**src/rtl/seg_xlate_pkg.sv**
```systemverilog
package seg_xlate_pkg;

  localparam int NUM_SEG = 4;
  localparam int SEG_W   = 2;

  typedef enum logic [1:0] {
    CAUSE_NONE    = 2'b00,
    CAUSE_INVALID = 2'b01,
    CAUSE_BOUNDS  = 2'b10,
    CAUSE_PERM    = 2'b11
  } cause_e;

  typedef enum logic [1:0] {
    ACC_FETCH = 2'b00,
    ACC_LOAD  = 2'b01,
    ACC_STORE = 2'b10,
    ACC_RSVD  = 2'b11
  } access_e;

  // strobes from control to datapath
  typedef struct packed {
    logic descWr;
    logic lookup;
  } strobes_t;

  // power-on descriptor contents
  function automatic logic [31:0] initBase(input int idx);
    case (idx)
      0:       return 32'h4000;
      3:       return 32'h2000;
      default: return 32'h0;
    endcase
  endfunction

  function automatic logic [31:0] initBound(input int idx);
    case (idx)
      0:       return 32'h700;
      1:       return 32'h500;
      3:       return 32'h1000;
      default: return 32'h0;
    endcase
  endfunction

  function automatic logic [2:0] initPerm(input int idx);
    case (idx)
      0:       return 3'b011;
      1, 3:    return 3'b111;
      default: return 3'b000;
    endcase
  endfunction

  function automatic logic initValid(input int idx);
    return idx != 2;
  endfunction

endpackage

```
**src/rtl/seg_xlate_ctrl.sv**
```systemverilog
module seg_xlate_ctrl
  import seg_xlate_pkg::*;
(
  input  logic     clk,
  input  logic     rstN,
  input  logic     kernelMode,
  input  logic     cfgWrEn,
  input  logic     reqValid,
  output logic     reqReady,
  output logic     cfgDenied,
  output strobes_t strobes
);

  // a descriptor write owns the cycle; lookups wait
  assign reqReady       = !cfgWrEn;
  assign strobes.descWr = cfgWrEn && kernelMode;
  assign strobes.lookup = reqValid && reqReady;

  always_ff @(posedge clk or negedge rstN) begin
    if (!rstN) cfgDenied <= 1'b0;
    else       cfgDenied <= cfgWrEn && !kernelMode;
  end

endmodule

```
**src/rtl/seg_xlate_dp.sv**
```systemverilog
module seg_xlate_dp
  import seg_xlate_pkg::*;
#(
  parameter int VA_W       = 16,
  parameter int PA_W       = 16,
  parameter bit SINGLE_SEG = 1'b0,
  localparam int OFF_W     = SINGLE_SEG ? VA_W : VA_W - SEG_W,
  localparam int BND_W     = OFF_W + 1
) (
  input  logic             clk,
  input  logic             rstN,
  input  strobes_t         strobes,
  input  logic [SEG_W-1:0] cfgIdx,
  input  logic [PA_W-1:0]  cfgBase,
  input  logic [BND_W-1:0] cfgBound,
  input  logic [2:0]       cfgPerm,
  input  logic             cfgValid,
  input  logic [VA_W-1:0]  reqAddr,
  input  logic [1:0]       reqType,
  output logic             rspValid,
  output logic [PA_W-1:0]  rspAddr,
  output logic             rspFault,
  output logic [1:0]       rspCause
);

  logic [PA_W-1:0]  baseQ  [NUM_SEG];
  logic [BND_W-1:0] boundQ [NUM_SEG];
  logic [2:0]       permQ  [NUM_SEG];
  logic             validQ [NUM_SEG];

  always_ff @(posedge clk or negedge rstN) begin
    if (!rstN) begin
      for (int i = 0; i < NUM_SEG; i++) begin
        baseQ[i]  <= PA_W'(initBase(i));
        boundQ[i] <= BND_W'(initBound(i));
        permQ[i]  <= initPerm(i);
        validQ[i] <= initValid(i);
      end
    end else if (strobes.descWr) begin
      baseQ[cfgIdx]  <= cfgBase;
      boundQ[cfgIdx] <= cfgBound;
      permQ[cfgIdx]  <= cfgPerm;
      validQ[cfgIdx] <= cfgValid;
    end
  end

  logic [SEG_W-1:0] segIdx;
  logic [OFF_W-1:0] offset;

  generate
    if (SINGLE_SEG) begin : g_flat
      assign segIdx = '0;
      assign offset = reqAddr;
    end else begin : g_seg
      assign segIdx = reqAddr[VA_W-1 -: SEG_W];
      assign offset = reqAddr[OFF_W-1:0];
    end
  endgenerate

  logic    permOk;
  logic    inBounds;
  cause_e  cause;
  logic [PA_W-1:0] physAddr;

  always_comb begin
    case (access_e'(reqType))
      ACC_FETCH: permOk = permQ[segIdx][0];
      ACC_LOAD:  permOk = permQ[segIdx][1];
      ACC_STORE: permOk = permQ[segIdx][2];
      default:   permOk = 1'b0;
    endcase
    inBounds = {1'b0, offset} < boundQ[segIdx];
    physAddr = baseQ[segIdx] + PA_W'(offset);
    if (!validQ[segIdx])  cause = CAUSE_INVALID;
    else if (!inBounds)   cause = CAUSE_BOUNDS;
    else if (!permOk)     cause = CAUSE_PERM;
    else                  cause = CAUSE_NONE;
  end

  always_ff @(posedge clk or negedge rstN) begin
    if (!rstN) begin
      rspValid <= 1'b0;
      rspAddr  <= '0;
      rspFault <= 1'b0;
      rspCause <= CAUSE_NONE;
    end else begin
      rspValid <= strobes.lookup;
      if (strobes.lookup) begin
        rspFault <= cause != CAUSE_NONE;
        rspCause <= cause;
        rspAddr  <= (cause == CAUSE_NONE) ? physAddr : '0;
      end
    end
  end

endmodule

```
**src/rtl/seg_xlate.sv**
```systemverilog
module seg_xlate
  import seg_xlate_pkg::*;
#(
  parameter int VA_W       = 16,
  parameter int PA_W       = 16,
  parameter bit SINGLE_SEG = 1'b0,
  localparam int OFF_W     = SINGLE_SEG ? VA_W : VA_W - SEG_W
) (
  input  logic             clk,
  input  logic             rstN,
  input  logic             kernelMode,
  input  logic             cfgWrEn,
  input  logic [1:0]       cfgIdx,
  input  logic [PA_W-1:0]  cfgBase,
  input  logic [OFF_W:0]   cfgBound,
  input  logic [2:0]       cfgPerm,
  input  logic             cfgValid,
  output logic             cfgDenied,
  input  logic             reqValid,
  output logic             reqReady,
  input  logic [VA_W-1:0]  reqAddr,
  input  logic [1:0]       reqType,
  output logic             rspValid,
  output logic [PA_W-1:0]  rspAddr,
  output logic             rspFault,
  output logic [1:0]       rspCause
);

  strobes_t strobes;

  seg_xlate_ctrl i_ctrl (
    .clk        (clk),
    .rstN       (rstN),
    .kernelMode (kernelMode),
    .cfgWrEn    (cfgWrEn),
    .reqValid   (reqValid),
    .reqReady   (reqReady),
    .cfgDenied  (cfgDenied),
    .strobes    (strobes)
  );

  seg_xlate_dp #(
    .VA_W       (VA_W),
    .PA_W       (PA_W),
    .SINGLE_SEG (SINGLE_SEG)
  ) i_dp (
    .clk      (clk),
    .rstN     (rstN),
    .strobes  (strobes),
    .cfgIdx   (cfgIdx),
    .cfgBase  (cfgBase),
    .cfgBound (cfgBound),
    .cfgPerm  (cfgPerm),
    .cfgValid (cfgValid),
    .reqAddr  (reqAddr),
    .reqType  (reqType),
    .rspValid (rspValid),
    .rspAddr  (rspAddr),
    .rspFault (rspFault),
    .rspCause (rspCause)
  );

endmodule

```
**config.mk**
```make
export PLATFORM = sky130hd
export DESIGN_NAME = seg_xlate
export DESIGN_NICKNAME = d
export VERILOG_FILES = /design/src/rtl/seg_xlate_pkg.sv /design/src/rtl/seg_xlate_ctrl.sv /design/src/rtl/seg_xlate_dp.sv /design/src/rtl/seg_xlate.sv
export SDC_FILE = /design/constraint.sdc
export NUM_CORES = 1
export LEC_CHECK = 0
export ABC_AREA = 1
export BUFFER_PORTS_ARGS = -buffer_cell sky130_fd_sc_hd__buf_4
export CELL_PAD_IN_SITES_DETAIL_PLACEMENT = 1
export CELL_PAD_IN_SITES_GLOBAL_PLACEMENT = 2
export CORE_ASPECT_RATIO = 0.9
export CORE_MARGIN = 2
export CORE_UTILIZATION = 38
export CTS_CLUSTER_SIZE = 8
export DETAILED_ROUTE_END_ITERATION = 12
export HOLD_SLACK_MARGIN = 0.02
export PLACE_DENSITY = 0.88
export SETUP_SLACK_MARGIN = 0.05
export SLEW_MARGIN = 20
export SYNTH_ARGS = -nofsm -noshare
export SYNTH_HDL_FRONTEND = slang
export SYNTH_SLANG_ARGS = --single-unit
```
**constraint.sdc**
```tcl
create_clock -name clk -period 3.4 [get_ports clk]
set_input_delay 0.51 -clock clk [delete_from_list [all_inputs] [get_ports clk]]
set_output_delay 0.51 -clock clk [all_outputs]
set_load 0.02 [all_outputs]
```
Word-level counts from Yosys, hierarchy flattened --
Cells that the tools add are included.
Cells by class: add/subtract/negate cells 1, $lt $le $gt $ge 4, equal/unequal tests 2, muxes and demuxes 29, bitwise gates (word level) 2, reduce and logical (&&, ||, !) cells 9
Operators by type and width (count):
- 64-bit bitwise mux | 1
- 16-bit two-way mux | 4
- 60-bit bitwise mux | 1
- 15-bit two-way mux | 3
- 16-bit binary-select mux with 2-bit select | 1
- 16-bit demux with 2-bit select | 1
- 15-bit binary-select mux with 2-bit select | 1
- 15-bit demux with 2-bit select | 1
- 16-bit by 14-bit adder with 16-bit output | 1
- 14-bit by 15-bit less-than comparator with 1-bit output | 1
- 12-bit bitwise mux | 1
- 3-bit two-way mux | 3
- 3-bit binary-select mux with 2-bit select | 1
- 3-bit demux with 2-bit select | 1
- 3-bit >= comparator, second input constant | 2
- 2-bit two-way mux | 3
- 2-bit NOT with 3-bit output | 2
- 4-bit bitwise mux | 1
- 1-bit logical AND | 4
- 2-bit logical NOT | 2
- 3-bit by 1-bit less-than comparator with 1-bit output, second input constant | 1
- 1-bit two-way mux | 3
- 1-bit case mux with 3 select lines | 1
- 1-bit binary-select mux with 2-bit select | 1
- other kinds (5) | 6
Word-level totals: bits in registers 161, input bits 60, output and inout bits 22, logic and storage cells 68

Logic depth before layout (Yosys ltp) --
depth in word-level cells 10, gate-level depth with buffers 19, gate-level depth less buffers 16

Cells and area by module --
A second synthesis with hierarchy kept.
Second synthesis, totals: cells, all modules 932, area, all modules 7880.1 um^2
By module, submodules not included:
- seg_xlate_dp | times used 1, cells each 925, area each 7830.0 um^2, sequential area each 4027.6 um^2
- seg_xlate_ctrl | times used 1, cells each 7, area each 50.0 um^2, sequential area each 25.0 um^2

Least setup slack after synthesis --
OpenSTA, ideal clock, no wires.
path type input -> register, start input reqAddr[15], end register i_dp.rspAddr[12], setup time 0.117 ns, arrival time 2.581 ns, required time 3.283 ns, slack 0.703 ns, stages on the path 15, buffers on the path 3, path through buf_2 clkbuf_1 clkbuf_1 o21ai_0 o22ai_1 ha_1 a21oi_1 o21ai_0 a21oi_1 nand2_1 nand2_1 nand2_1 or2_1 nand3_2 nand2_1
On the way: longest elaborated chain between the ends 10
Ends and longest elaborated chain:
- start, declared | RTL line seg_xlate.sv:21 | input logic [VA_W-1:0] reqAddr,
- 2-bit NOT with 3-bit output (implied by the code) (*)
- branches (longest 8 deep; another with 14-bit by 15-bit less-than comparator with 1-bit output)
- 16-bit two-way mux (*) | RTL line seg_xlate_dp.sv:91 | rspAddr <= (cause == CAUSE_NONE) ? physAddr : '0;
- end signal, assigned | RTL line seg_xlate_dp.sv:91
- end, declared | RTL line seg_xlate_dp.sv:21 | output logic [PA_W-1:0] rspAddr,
Mark *: on every way between the ends. The select of a mux whose other input is x is not followed. A chain may end at the register's enable or synchronous reset.

Final worst setup path --
start input reqAddr[15], end register i_dp.rspAddr[14]
The elaborated chain is that of the path after synthesis.

==> flow_metrics.py <==
metrics = {
    "setup_path": {
        "cp-end-kind": "flip-flop",
        "r2r-start": "i_dp.baseQ[35]$_DFFE_PN0P_",
        "reg2reg_to": "i_dp.rspAddr[14]$_DFFE_PN0P_",
        "crit_path_start_kind": "input pin",
        "worstPathArrival_ns": 2.99,
        "crit_type": "in -> reg",
        "reg2reg_depth": 12,
        "cp-endpoint": "i_dp.rspAddr[14]$_DFFE_PN0P_",
        "r2r_slack_ns": 1.03,
        "cp-startpoint": "reqAddr[15]",
        "cp_max_fo": 22,
        "cp.required_ns": 3.78,
    },
    "floorplanning": {
        "die_area_sq_mm": 0.0222,
        "start_util_pct": 38.6,
        "die_x_microns": 157,
        "coreArea_sq_mm": 0.0207,
        "num_io_pins": 82,
        "die_h_microns": 142,
        "row_count": 50,
    },
    "detailed_routing": {
        "dr.first_iter.drc_count": 393,
        "drtPass1Iterations": 5,
        "avgViaCountPerCell": 5.12,
        "wl_per_cell_microns": 17.2,
        "postRouteAntennaNets": 0,
        "vias": 6757,
        "routed_wl_microns": 22700,
        "drc": 0,
    },
    "yosys": {
        "synthAdderAreaFrac_pct": 4.48,
        "avgSynthCellArea_sq_um": 8.36,
        "synth_nets": 1044,
        "ys_ff_latch": 161,
        "synth-edff-count": 0,
        "synth_top_family_by_area": "compound AO/OA/AOI/OAI gates",
        "synth-simple-area-share_pct": 18.5,
        "synth-compound-area-share_pct": 18.7,
        "async_reset_ff_share_pct": 100,
        "ys_warn_count": 0,
        "synth_xor_area_share_pct": 1.10,
        "muxShareOfSynthArea_pct": 0,
        "synth-main-ff-cell": "dfrtp_1",
        "synth_cell_types": 39,
        "syn-cell-area_sq_mm": 0.00799,
        "synthCells": 956,
        "yosysSeqAreaShare_pct": 50.7,
    },
    "power": {
        "ir_drop_mv": 0.274,
        "p_total_mw": 5.67,
        "leakage_nw": 4.58,
        "p_per_area_mw_per_mm2": 596,
    },
    "sta": {
        "finalSetupTns_ns": 0,
        "max_freq_ghz": 0.383,
        "finalClockSkew_ns": 0.00775,
        "tightest_slew_ns": 0.737,
        "period_needed_ns": 2.61,
        "grt_setup_unrepaired": "no",
        "min_period_over_period_pct": 76.9,
        "slew_viol_final": 0,
        "maxSlewHeadroom_pct": 50.9,
        "worst_hold_slack_ns": 0.0660,
        "setup_ws_ns": 0.786,
        "setup_viol": 0,
        "hold_viol_final": 0,
    },
    "global_routing": {
        "grt_pass1_wl_microns": 37500,
        "grt.overflow.total": 0,
        "grt_usage_pct": 21.6,
        "antenna_found_initial": 0,
        "grt_max_degree": 75,
        "grt_pass1_vias": 7011,
    },
    "finish": {
        "diodes": 0,
        "area_delta_synth_final_pct": 19.0,
        "layout_common_cells": "nand2_1, o21ai_0, dfrtp_1",
        "nNetsFinal": 1109,
        "fillers": 2454,
        "fin_cells": 1320,
        "fin_area_sq_mm": 0.00951,
        "utilization_pct": 45.9,
        "drive_above_1_share_pct": 17.9,
        "final_common_cell": "nand2_1",
    },
    "clock_tree": {
        "cts_root_buffer": "clkbuf_16",
        "htreeDepth": 4,
        "clock_latency_ns": 0.43,
        "cts_resized": 0,
        "clockBufferDepth": 2,
        "clk_pin_slew_ns": 0.07,
        "cts-buffers-inserted": 17,
        "clock_sinks": 161,
        "cts_setup_buffers": 0,
        "cts_tree": "built",
        "cts_hold_buffers": 0,
    },
    "placement": {
        "gp_congestion": 0.821,
        "dp_hpwl_microns": 15500,
        "dpl_cell_area_sq_mm": 0.00892,
        "dp_cells": 1288,
        "place_ws_ns": 0.460,
        "port_buffers": 81,
    },
    "worst_hold_path": {
        "hp-class": "in -> async",
    },
    "job": {
        "cap_viol_max_count": 0,
    },
    "status": {
        "status": "complete, no violations",
    },
}
-- flip-flops by register name, indices dropped and copies added (netlist names) --
signal            cells
i_dp.rspAddr         16
i_dp.boundQ          60
i_dp.baseQ           64
i_dp.validQ           4
i_dp.permQ           12
i_dp.rspCause         2
i_dp.rspFault         1
i_dp.rspValid         1
i_ctrl.cfgDenied      1
-- Yosys cell counts (2+ instances only) --
master    instances  area share [%]
nand2_1         212              10
o21ai_0         182              11
dfrtp_1         142              44
nor2_1           89             4.2
inv_1            71             3.3
a21oi_1          52             3.3
clkbuf_1         41             1.9
ha_1             27             4.2
dfstp_2          19             6.2
nand3_1          19             1.2
o22ai_1          17             1.3
o21ai_2          11             1.2
o21ai_1           8            0.50
nand3_2           7            0.88
a21o_1            6            0.56
nand2_2           6            0.47
xnor2_1           6            0.66
buf_2             5            0.31
inv_2             4            0.19
nand3b_1          4            0.38
xor2_1            4            0.44
buf_6             3            0.42
nand4_1           3            0.23
nor2_4            2            0.28
nor3_1            2            0.13
-- layer usage --
metal	share of wire [%]	routed length [microns]	global-route usage, %
met1	49	11200	30.4
met3	3.8	854	4.18
met4	1.7	379	6.23
met2	45	10300	34.2
met5	0	0	0
-- cell type report --
| cell class | instances | area (sq um) | share of cell area (%) |
|---|---|---|---|
| inverter | 76 | 285 | 3.00 |
| sequential | 161 | 4050 | 42.6 |
| clock buffer | 20 | 437 | 4.59 |
| clock inverter | 12 | 158 | 1.66 |
| tap | 286 | 358 | 3.76 |
| multi-input combinational | 667 | 3430 | 36.1 |
| timing repair buffer | 98 | 790 | 8.30 |
-- cells by family after synthesis --
kind of cell | after synthesis
DFF | 161
adders and majority gates | 28
buffers and inverters | 128
and+or+nand+nor | 349
xor gates and xnor gates | 10
AOI/OAI and AO/OA | 280
-- how the worst min path moves through the flow --
stage	cells past startpoint	from	end	slack, ns
after floorplan	0	rstN	i_ctrl.cfgDenied$_DFF_PN0_	0.21
after global placement	2	i_dp.baseQ[37]$_DFFE_PN0P_	i_dp.baseQ[37]$_DFFE_PN0P_	0.46
after detailed placement	2	i_dp.boundQ[39]$_DFFE_PN0P_	i_dp.boundQ[39]$_DFFE_PN0P_	0.47
after CTS	1	rstN	i_dp.boundQ[28]$_DFFE_PN0P_	0.13
after global routing	1	rstN	i_dp.boundQ[28]$_DFFE_PN0P_	0.15
final	1	rstN	i_dp.boundQ[28]$_DFFE_PN0P_	0.07
-- report_power, final --
part	internal (mW)	switching [mW]
clock network	1.16	0.835
registers	2.29	0.190
logic	0.466	0.728
total	3.92	1.75
-- worst max-delay path, cell delays in order --
cell,delay [ns]
buf_4,0.18
buf_4,0.32
o21ai_0,0.16
o22ai_1,0.23
ha_1,0.33
a21oi_1,0.23
o21ai_1,0.13
a21oi_1,0.28
buf_4,0.18
nand3b_1,0.12
nand2_1,0.07
nand3_1,0.09
nand3_2,0.08
nand2_1,0.06
Power figures use the tool's default switching activity.
